### src/rtl/fpcmp_pkg.sv
package fpcmp_pkg;

  typedef enum logic [3:0] {
    OP_MIN   = 4'd0,
    OP_MAX   = 4'd1,
    OP_EQ    = 4'd2,
    OP_LT    = 4'd3,
    OP_LE    = 4'd4,
    OP_SGNJ  = 4'd5,
    OP_SGNJN = 4'd6,
    OP_SGNJX = 4'd7,
    OP_CLASS = 4'd8
  } fpcmp_op_e;

  localparam int CLASS_W = 10;

  // bit positions of the class mask; the order is part of the interface
  localparam int CL_NINF  = 0;
  localparam int CL_NNORM = 1;
  localparam int CL_NSUB  = 2;
  localparam int CL_NZERO = 3;
  localparam int CL_PZERO = 4;
  localparam int CL_PSUB  = 5;
  localparam int CL_PNORM = 6;
  localparam int CL_PINF  = 7;
  localparam int CL_SNAN  = 8;
  localparam int CL_QNAN  = 9;

  typedef enum logic [1:0] {
    SG_COPY = 2'd0,
    SG_NEG  = 2'd1,
    SG_XOR  = 2'd2
  } sgnj_mode_e;

endpackage

### src/rtl/fpcmp_classify.sv
module fpcmp_classify
  import fpcmp_pkg::*;
#(
  parameter int EXP_W = 8,
  parameter int MAN_W = 23
) (
  input  logic [EXP_W+MAN_W:0] val,
  output logic [CLASS_W-1:0]   mask
);

  localparam int W = 1 + EXP_W + MAN_W;

  logic             sgn;
  logic [EXP_W-1:0] expo;
  logic [MAN_W-1:0] frac;
  logic             exp_ones;
  logic             exp_zero;
  logic             frac_zero;
  logic             quiet;

  assign sgn       = val[W-1];
  assign expo      = val[W-2:MAN_W];
  assign frac      = val[MAN_W-1:0];
  assign exp_ones  = &expo;
  assign exp_zero  = ~|expo;
  assign frac_zero = ~|frac;
  assign quiet     = frac[MAN_W-1];

  always_comb begin
    mask = '0;
    if (exp_ones) begin
      if (frac_zero) begin
        mask[sgn ? CL_NINF : CL_PINF] = 1'b1;
      end else begin
        mask[quiet ? CL_QNAN : CL_SNAN] = 1'b1;
      end
    end else if (exp_zero) begin
      if (frac_zero) begin
        mask[sgn ? CL_NZERO : CL_PZERO] = 1'b1;
      end else begin
        mask[sgn ? CL_NSUB : CL_PSUB] = 1'b1;
      end
    end else begin
      mask[sgn ? CL_NNORM : CL_PNORM] = 1'b1;
    end
  end

endmodule

### src/rtl/fpcmp_order.sv
module fpcmp_order #(
  parameter int EXP_W = 8,
  parameter int MAN_W = 23
) (
  input  logic [EXP_W+MAN_W:0] a,
  input  logic [EXP_W+MAN_W:0] b,
  input  logic                 a_zero,
  input  logic                 b_zero,
  output logic                 ord_lt,
  output logic                 ord_eq,
  output logic                 mm_lt
);

  localparam int W = 1 + EXP_W + MAN_W;

  logic         sa;
  logic         sb;
  logic [W-2:0] mag_a;
  logic [W-2:0] mag_b;
  logic         mag_lt;
  logic         mag_eq;
  logic         both_zero;

  assign sa        = a[W-1];
  assign sb        = b[W-1];
  assign mag_a     = a[W-2:0];
  assign mag_b     = b[W-2:0];
  assign mag_lt    = mag_a < mag_b;
  assign mag_eq    = mag_a == mag_b;
  assign both_zero = a_zero & b_zero;

  // ordering of non-NaN values; zeros of either sign are equal
  always_comb begin
    if (both_zero) begin
      ord_eq = 1'b1;
      ord_lt = 1'b0;
    end else if (sa != sb) begin
      ord_eq = 1'b0;
      ord_lt = sa;
    end else begin
      ord_eq = mag_eq;
      ord_lt = sa ? (~mag_lt & ~mag_eq) : mag_lt;
    end
  end

  // min/max ordering additionally places -0 below +0
  assign mm_lt = ord_lt | (both_zero & sa & ~sb);

endmodule

### src/rtl/fpcmp_sgnj.sv
module fpcmp_sgnj
  import fpcmp_pkg::*;
#(
  parameter int EXP_W = 8,
  parameter int MAN_W = 23
) (
  input  logic [EXP_W+MAN_W:0] a,
  input  logic [EXP_W+MAN_W:0] b,
  input  sgnj_mode_e           mode,
  output logic [EXP_W+MAN_W:0] res
);

  localparam int W = 1 + EXP_W + MAN_W;

  logic new_sign;

  always_comb begin
    case (mode)
      SG_COPY: new_sign = b[W-1];
      SG_NEG:  new_sign = ~b[W-1];
      SG_XOR:  new_sign = a[W-1] ^ b[W-1];
      default: new_sign = a[W-1];
    endcase
  end

  assign res = {new_sign, a[W-2:0]};

endmodule

### src/rtl/fpcmp_unit.sv
module fpcmp_unit
  import fpcmp_pkg::*;
#(
  parameter int EXP_W = 8,
  parameter int MAN_W = 23
) (
  input  logic                 clk,
  input  logic                 rst,
  input  logic                 in_valid,
  input  logic [3:0]           op_sel,
  input  logic [EXP_W+MAN_W:0] op_a,
  input  logic [EXP_W+MAN_W:0] op_b,
  output logic                 out_valid,
  output logic [EXP_W+MAN_W:0] result,
  output logic                 invalid
);

  localparam int W = 1 + EXP_W + MAN_W;
  localparam int NOPND = 2;
  localparam logic [W-1:0] CANON_NAN =
    {1'b0, {EXP_W{1'b1}}, 1'b1, {(MAN_W-1){1'b0}}};

  logic [W-1:0]       opnd [NOPND];
  logic [CLASS_W-1:0] cmask [NOPND];
  logic [NOPND-1:0]   is_nan;
  logic [NOPND-1:0]   is_snan;
  logic [NOPND-1:0]   is_zero;

  assign opnd[0] = op_a;
  assign opnd[1] = op_b;

  for (genvar g = 0; g < NOPND; g++) begin : g_cls
    fpcmp_classify #(.EXP_W(EXP_W), .MAN_W(MAN_W)) u_cls (
      .val  (opnd[g]),
      .mask (cmask[g])
    );
    assign is_nan[g]  = cmask[g][CL_SNAN] | cmask[g][CL_QNAN];
    assign is_snan[g] = cmask[g][CL_SNAN];
    assign is_zero[g] = cmask[g][CL_NZERO] | cmask[g][CL_PZERO];
  end

  logic ord_lt;
  logic ord_eq;
  logic mm_lt;

  fpcmp_order #(.EXP_W(EXP_W), .MAN_W(MAN_W)) u_ord (
    .a      (op_a),
    .b      (op_b),
    .a_zero (is_zero[0]),
    .b_zero (is_zero[1]),
    .ord_lt (ord_lt),
    .ord_eq (ord_eq),
    .mm_lt  (mm_lt)
  );

  fpcmp_op_e  op;
  sgnj_mode_e sg_mode;
  logic [W-1:0] sg_res;

  assign op = fpcmp_op_e'(op_sel);

  always_comb begin
    case (op)
      OP_SGNJN: sg_mode = SG_NEG;
      OP_SGNJX: sg_mode = SG_XOR;
      default:  sg_mode = SG_COPY;
    endcase
  end

  fpcmp_sgnj #(.EXP_W(EXP_W), .MAN_W(MAN_W)) u_sgnj (
    .a    (op_a),
    .b    (op_b),
    .mode (sg_mode),
    .res  (sg_res)
  );

  logic         any_nan;
  logic         any_snan;
  logic         both_nan;
  logic [W-1:0] mm_res;
  logic [W-1:0] nxt_res;
  logic         nxt_inv;

  assign any_nan  = |is_nan;
  assign any_snan = |is_snan;
  assign both_nan = &is_nan;

  always_comb begin
    if (both_nan) begin
      mm_res = CANON_NAN;
    end else if (is_nan[0]) begin
      mm_res = op_b;
    end else if (is_nan[1]) begin
      mm_res = op_a;
    end else if (op == OP_MIN) begin
      mm_res = mm_lt ? op_a : op_b;
    end else begin
      mm_res = mm_lt ? op_b : op_a;
    end
  end

  always_comb begin
    nxt_res = '0;
    nxt_inv = 1'b0;
    case (op)
      OP_MIN, OP_MAX: begin
        nxt_res = mm_res;
        nxt_inv = any_snan;
      end
      OP_EQ: begin
        nxt_res[0] = ~any_nan & ord_eq;
        nxt_inv    = any_snan;
      end
      OP_LT: begin
        nxt_res[0] = ~any_nan & ord_lt;
        nxt_inv    = any_nan;
      end
      OP_LE: begin
        nxt_res[0] = ~any_nan & (ord_lt | ord_eq);
        nxt_inv    = any_nan;
      end
      OP_SGNJ, OP_SGNJN, OP_SGNJX: begin
        nxt_res = sg_res;
      end
      OP_CLASS: begin
        nxt_res[CLASS_W-1:0] = cmask[0];
      end
      default: begin
        nxt_res = '0;
        nxt_inv = 1'b0;
      end
    endcase
  end

  always_ff @(posedge clk) begin
    if (rst) begin
      out_valid <= 1'b0;
      result    <= '0;
      invalid   <= 1'b0;
    end else begin
      out_valid <= in_valid;
      if (in_valid) begin
        result  <= nxt_res;
        invalid <= nxt_inv;
      end
    end
  end

endmodule

### config.mk
export PLATFORM = sky130hd
export DESIGN_NAME = fpcmp_unit
export DESIGN_NICKNAME = d
export VERILOG_FILES = /design/src/rtl/fpcmp_pkg.sv /design/src/rtl/fpcmp_classify.sv /design/src/rtl/fpcmp_order.sv /design/src/rtl/fpcmp_sgnj.sv /design/src/rtl/fpcmp_unit.sv
export SDC_FILE = /design/constraint.sdc
export NUM_CORES = 1
export LEC_CHECK = 0
export ABC_AREA = 1
export BUFFER_PORTS_ARGS = -buffer_cell sky130_fd_sc_hd__buf_2
export CORE_MARGIN = 2
export CORE_UTILIZATION = 45
export CTS_CLUSTER_SIZE = 25
export DETAILED_ROUTE_END_ITERATION = 10
export PLACE_DENSITY = 0.69
export SLEW_MARGIN = 10
export SYNTH_ARGS = -nofsm -noshare
export SYNTH_HDL_FRONTEND = slang
export SYNTH_HIERARCHICAL = 1
export SYNTH_SLANG_ARGS = --single-unit
### constraint.sdc
create_clock -name clk -period 4 [get_ports clk]
set_clock_uncertainty 0.15 [all_clocks]
set_input_delay 0.6 -clock clk [delete_from_list [all_inputs] [get_ports clk]]
set_output_delay 0.6 -clock clk [all_outputs]
set_load 0.03 [all_outputs]
# Word level (Yosys, flattened, before mapping)
# Index checks and enable logic that the tools add are counted.
# W data, S select, Z words.
dict set report totals {
  reg_bits 34
  output_inout_bits 34
  elab_cells 134
}
dict set report op_classes {
  n_lt_le_gt_ge 21
  eq_ne 12
  mux 55
  n_bitwise 18
  reduce_logical 25
}
# op n
set ops {}
lappend ops {{$ge A32 B1 Y1 const B} 10}
lappend ops {{$lt A32 B6 Y1 const B} 10}
lappend ops {{$mux W32} 6}
lappend ops {{$mux W10} 8}
lappend ops {{$reduce_or A23 Y1} 2}
lappend ops {{$pmux W22 S2} 1}
lappend ops {{$demux W1 S4} 10}
lappend ops {{$eq A31 B31 Y1} 1}
lappend ops {{$lt A31 B31 Y1} 1}
lappend ops {{$pmux W9 S3} 1}
lappend ops {{$mux W3} 8}
lappend ops {{$mux W1} 17}
lappend ops {{$eq A4 B3 Y1 const B} 4}
lappend ops {{$reduce_and A8 Y1} 2}
lappend ops {{$reduce_or A8 Y1} 2}
lappend ops {{$logic_and A1 B1 Y1} 10}
lappend ops {{$eq A4 B2 Y1 const B} 2}
lappend ops {{$reduce_or A2 Y1} 4}
lappend ops {{$and A1 B1 Y1} 7}
lappend ops {{$or A1 B1 Y1} 6}
lappend ops {{$pmux W1 S6} 1}
lappend ops {{$reduce_or A3 Y1} 2}
lappend ops {{$eq A4 B1 Y1 const B} 1}
lappend ops {{$eq A4 B4 Y1 const B} 1}
lappend ops {{other kinds (11)} 14}

# Logic depth before layout (Yosys ltp)
dict set report depth {
  depth_word 19
  ltp_mapped 25
}

# Modules after synthesis
# The synthesis kept the hierarchy.
# mod instances cells_each area_per_inst_um2 seq_area_each_um2
set by_module_without_submodules {}
lappend by_module_without_submodules {fpcmp_unit 1 411 2343.5 680.7}
lappend by_module_without_submodules {fpcmp_order 1 162 932.1 0.0}
lappend by_module_without_submodules {fpcmp_classify 2 56 254.0 0.0}
lappend by_module_without_submodules {fpcmp_sgnj 1 42 280.3 0.0}

# Least setup slack after synthesis
# No wires, ideal clock.
dict set report synth_path {
  path_type {input port to flip-flop}
  from {input op_b[22]}
  to {register result[23]}
  setup_time_ns 0.117
  arrival_ns 2.413
  required_ns 3.733
  path_slack_ns 1.320
  path_stages 20
  cell_sequence {inv_1 > ha_1 > a21o_1 > nor2_1 > nand2_1 > a21oi_1 > nand2_2 > a21oi_1 > nand2_1 > nand2_1 > inv_1 > nand3_1 > nand3_2 > nand2_2 > inv_2 > buf_6 > nand2_1 > nand3_1 > a21oi_1 > nor2_1}
}
dict set report synth_between {
  elab_chain_len 18
  word_cells_on_any_way 33
  cone_classes {order compare: 3; eq/ne: 1; mux: 17; bitwise: 9; reduce/logical: 3}
}
# item line
set synth_lines {}
lappend synth_lines {{from (decl)} fpcmp_unit.sv:12} ;# input logic [EXP_W+MAN_W:0] op_b,
lappend synth_lines {{$mux W1} fpcmp_classify.sv:35} ;# mask[quiet ? CL_QNAN : CL_SNAN] = 1'b1;
lappend synth_lines {{$ge A32 B1 Y1 (implied by the code) or $lt A32 B6 Y1 (tied branches)} fpcmp_classify.sv:35}
lappend synth_lines {{$logic_and A1 B1 Y1 (implied by the code)} fpcmp_classify.sv:35}
lappend synth_lines {{$mux W1} fpcmp_classify.sv:35}
lappend synth_lines {{$demux W1 S4} -}
lappend synth_lines {{$mux W10} fpcmp_classify.sv:32} ;# if (frac_zero) begin
lappend synth_lines {{$mux W10} fpcmp_classify.sv:31} ;# if (exp_ones) begin
lappend synth_lines {{$or A1 B1 Y1} fpcmp_unit.sv:39} ;# assign is_zero[g] = cmask[g][CL_NZERO] | cmask[g][CL_PZERO];
lappend synth_lines {{[... 3 more ...]} -}
lappend synth_lines {{$or A1 B1 Y1 (*)} fpcmp_order.sv:47} ;# assign mm_lt = ord_lt | (both_zero & sa & ~sb);
lappend synth_lines {{via mm_lt} fpcmp_unit.sv:44} ;# logic mm_lt;
lappend synth_lines {{$mux W32 (on tied branches)} {fpcmp_unit.sv:98, fpcmp_unit.sv:96}}
lappend synth_lines {{$mux W32 (*)} fpcmp_unit.sv:95} ;# end else if (op == OP_MIN) begin
lappend synth_lines {{$mux W32 (*)} fpcmp_unit.sv:93} ;# end else if (is_nan[1]) begin
lappend synth_lines {{$mux W32 (*)} fpcmp_unit.sv:91} ;# end else if (is_nan[0]) begin
lappend synth_lines {{$mux W32 (*)} fpcmp_unit.sv:89} ;# if (both_nan) begin
lappend synth_lines {{$pmux W22 S2 (*)} fpcmp_unit.sv:105} ;# case (op)
lappend synth_lines {{to (signal assigned)} fpcmp_unit.sv:143} ;# result <= nxt_res;
lappend synth_lines {{to (decl)} fpcmp_unit.sv:14} ;# output logic [EXP_W+MAN_W:0] result,
# The timed path passes the listed nets; every way through them passes the cells marked *.
# A chain may end at the register's enable or synchronous reset.

# Final worst setup path
dict set report layout_path {
  from {input op_b[26]}
  to {register result[13]}
}
dict set report layout_between {
  elab_chain_len 14
  word_cells_on_any_way 26
  cone_classes {order compare: 1; eq/ne: 1; mux: 12; bitwise: 9; reduce/logical: 3}
}
# item line
set layout_lines {}
lappend layout_lines {{branches (longest 7 deep; another with $lt A31 B31 Y1)} -}
lappend layout_lines {{$or A1 B1 Y1 (*)} fpcmp_order.sv:47}
lappend layout_lines {{via mm_lt} fpcmp_unit.sv:44}
lappend layout_lines {{$mux W32 (on tied branches)} {fpcmp_unit.sv:98, fpcmp_unit.sv:96}}
lappend layout_lines {{$mux W32 (*)} fpcmp_unit.sv:95}
lappend layout_lines {{$mux W32 (*)} fpcmp_unit.sv:93}
lappend layout_lines {{$mux W32 (*)} fpcmp_unit.sv:91}
lappend layout_lines {{$mux W32 (*)} fpcmp_unit.sv:89}
lappend layout_lines {{$pmux W22 S2 (*)} fpcmp_unit.sv:105}
# Mark *: on every way through the listed nets, which the timed path passes.

==> metrics.txt <==
share of layout cells above drive strength 1 0.190; Final Cycle Share 0.852; placed cells between 800 and 900; fin worst setup slack 0.591 ns; first-pass GRT wire length 18500 µm; RD Place Congestion just over 0.9; Vias 4371; wire length on met1 approximately 5300 µm; # diodes 0; WL met2 about 5000 µm; vias per cell just under 5; Max Transition Viols Final 0; leakage roughly 2.6 nW; DRT Pass-1 Iters 4; FP Rows 34; status finished, final reports clean; CTS Root Cell clkbuf_8; DRC 0; WP data required 4.03 ns; FF+latch area ~700 µm²; worst-case clock buffer depth 2; clock sink total 34; crit-path max FO 31; Post-Syn Nets 820; cts repair resizes 0; final setup TNS 0 ns; Worst Max-Slew Pin Slew between 0.9 and 1 ns; number of global-route vias before repair approximately 3.9k; Hold Crit Class flip-flop to flip-flop; metal3 WL ~640 µm; Final #Nets just under 900; First DRT Iteration DRCs 244; Total Wirelength 11200 µm; startpoint types input pin; initial antenna violation count 0; Placed Area 4360 µm²; Worst EP arrival ~3.4 ns; htree depth 2; WL per Instance around 13 µm; final hold violations 0; Peak VDD IR 0.131 mV; Area growth, synth to finish 10.4%; die height a little under 100 µm; fill cell count 950; DP Wirelength 8670 µm; post-synthesis instance area between 4000 and 5000 µm²; worst-skew pair later-pin latency slightly below 0.3 ns; filler-free cell count of the finished design just under 900; CTS buffer count 5; gr ovfl total 0; IO Pins 105; Cells after Synth 718; Finished Cell Area approximately 4500 µm²; CP Class input pin to flip-flop; TritonCTS clock tree done; top layer in use met4; Slew HR 0.397; Power Density about 240 nW/µm²; CP endpoint kind flip-flop; multi-input logic area between 2000 and 2500 µm²; Post-CTS Setup Bufs 0; max frequency 293 MHz; Initial Util 0.462; Reg clk slew, reported paths 0.08 ns; die area ~9700 µm²; Ys Warns 6; die span in x about 99 µm; post-place setup slack between 0.3 and 0.4 ns; Min Clock Period, post-route roughly 3.4 ns; placeable core region approximately 8700 µm²; syn_area_per_cell 5.61 µm²; # Max-Cap Violations 0; hold_buf cts 0; gr usage total 0.230; antenna viol nets, final 0; fin util 0.510; port bufs 104; largest net degree at the start of global routing 58; unrepaired setup endpoints after global routing false; Final Setup Violations 0
## area by class of cell
type                    count  share of cell area
clock buffers               6              0.0186
clock inverters             2             0.00281
inverters                 134               0.113
multi-input cells         495               0.559
flip-flops and latches     34               0.153
well taps                 108              0.0304
repair buffers            108               0.124
## where the power goes
part	total (mW)	internal, mW	switching [mW]
Clock	0.294	0.139	0.155
Sequential	0.366	0.357	0.00858
Combinational	0.388	0.128	0.260
Total	1.05	0.624	0.423
## state kept, by name, summed over array words and instances, names as in the netlist
| name | flops |
|---|---|
| invalid | 1 |
| out_valid | 1 |
| result | 32 |
## cells in the final DEF (no fill, tap or decap)
master / n
nand2_1: 214
inv_1: 126
buf_2: 104
nor2_1: 67
nand3_1: 60
a21oi_1: 42
dfxtp_1: 34
ha_1: 31
o21ai_0: 25
o211ai_1: 11
nor2_2: 10
inv_2: 6
clkbuf_8: 6
nand4_1: 6
nor2_4: 5
nand2_2: 5
a31oi_1: 4
nor3_2: 4
buf_4: 4
o21ai_1: 3
clkinv_1: 2
a21o_1: 2
nor3_1: 1
or2_2: 1
nand3_2: 1
clkinvlp_4: 1
clkinv_2: 1
and2_1: 1
and3_1: 1
xor2_1: 1
## critical path: stages
cell and delay, ns:
buf_2 0.11, inv_1 0.04, ha_1 0.28, nand2_1 0.08
nor2_1 0.19, nand4_1 0.13, nor2_2 0.15, nand4_1 0.13
nand2_1 0.09, nand2_1 0.04, nand2_1 0.08, nand2_1 0.06
inv_1 0.05, nand3_1 0.11, nand3_2 0.23, nand2_2 0.24
inv_2 0.47, nand2_1 0.10, o211ai_1 0.13, a21oi_1 0.10
## through the flow
step | power [mW] | hold slack, ns
after floorplan | 0.658 | 0.433
after CTS | 1.05 | 0.315
after detailed placement | 0.758 | 0.303
after global routing | 1.12 | 0.341
after global placement | 0.750 | 0.298
final | 1.05 | 0.315
## worst paths after layout
path	slack (ns)	cells past startpoint	to	from
worst max-delay path	0.59	20	result[13]$_SDFFE_PP0P_	op_b[26]
worst min-delay path	0.32	2	result[4]$_SDFFE_PP0P_	result[4]$_SDFFE_PP0P_
worst max register to register	3.13	2	result[12]$_SDFFE_PP0P_	result[12]$_SDFFE_PP0P_
worst min register to register	0.32	2	result[4]$_SDFFE_PP0P_	result[4]$_SDFFE_PP0P_
## per-layer routing
layer,GRT usage,vias up
li1,-,2308
met1,0.315,1932
met2,0.385,122
met3,0.0404,9
met4,0.0443,0
met5,0,-
No activity file was read; power rests on OpenSTA's default activity.
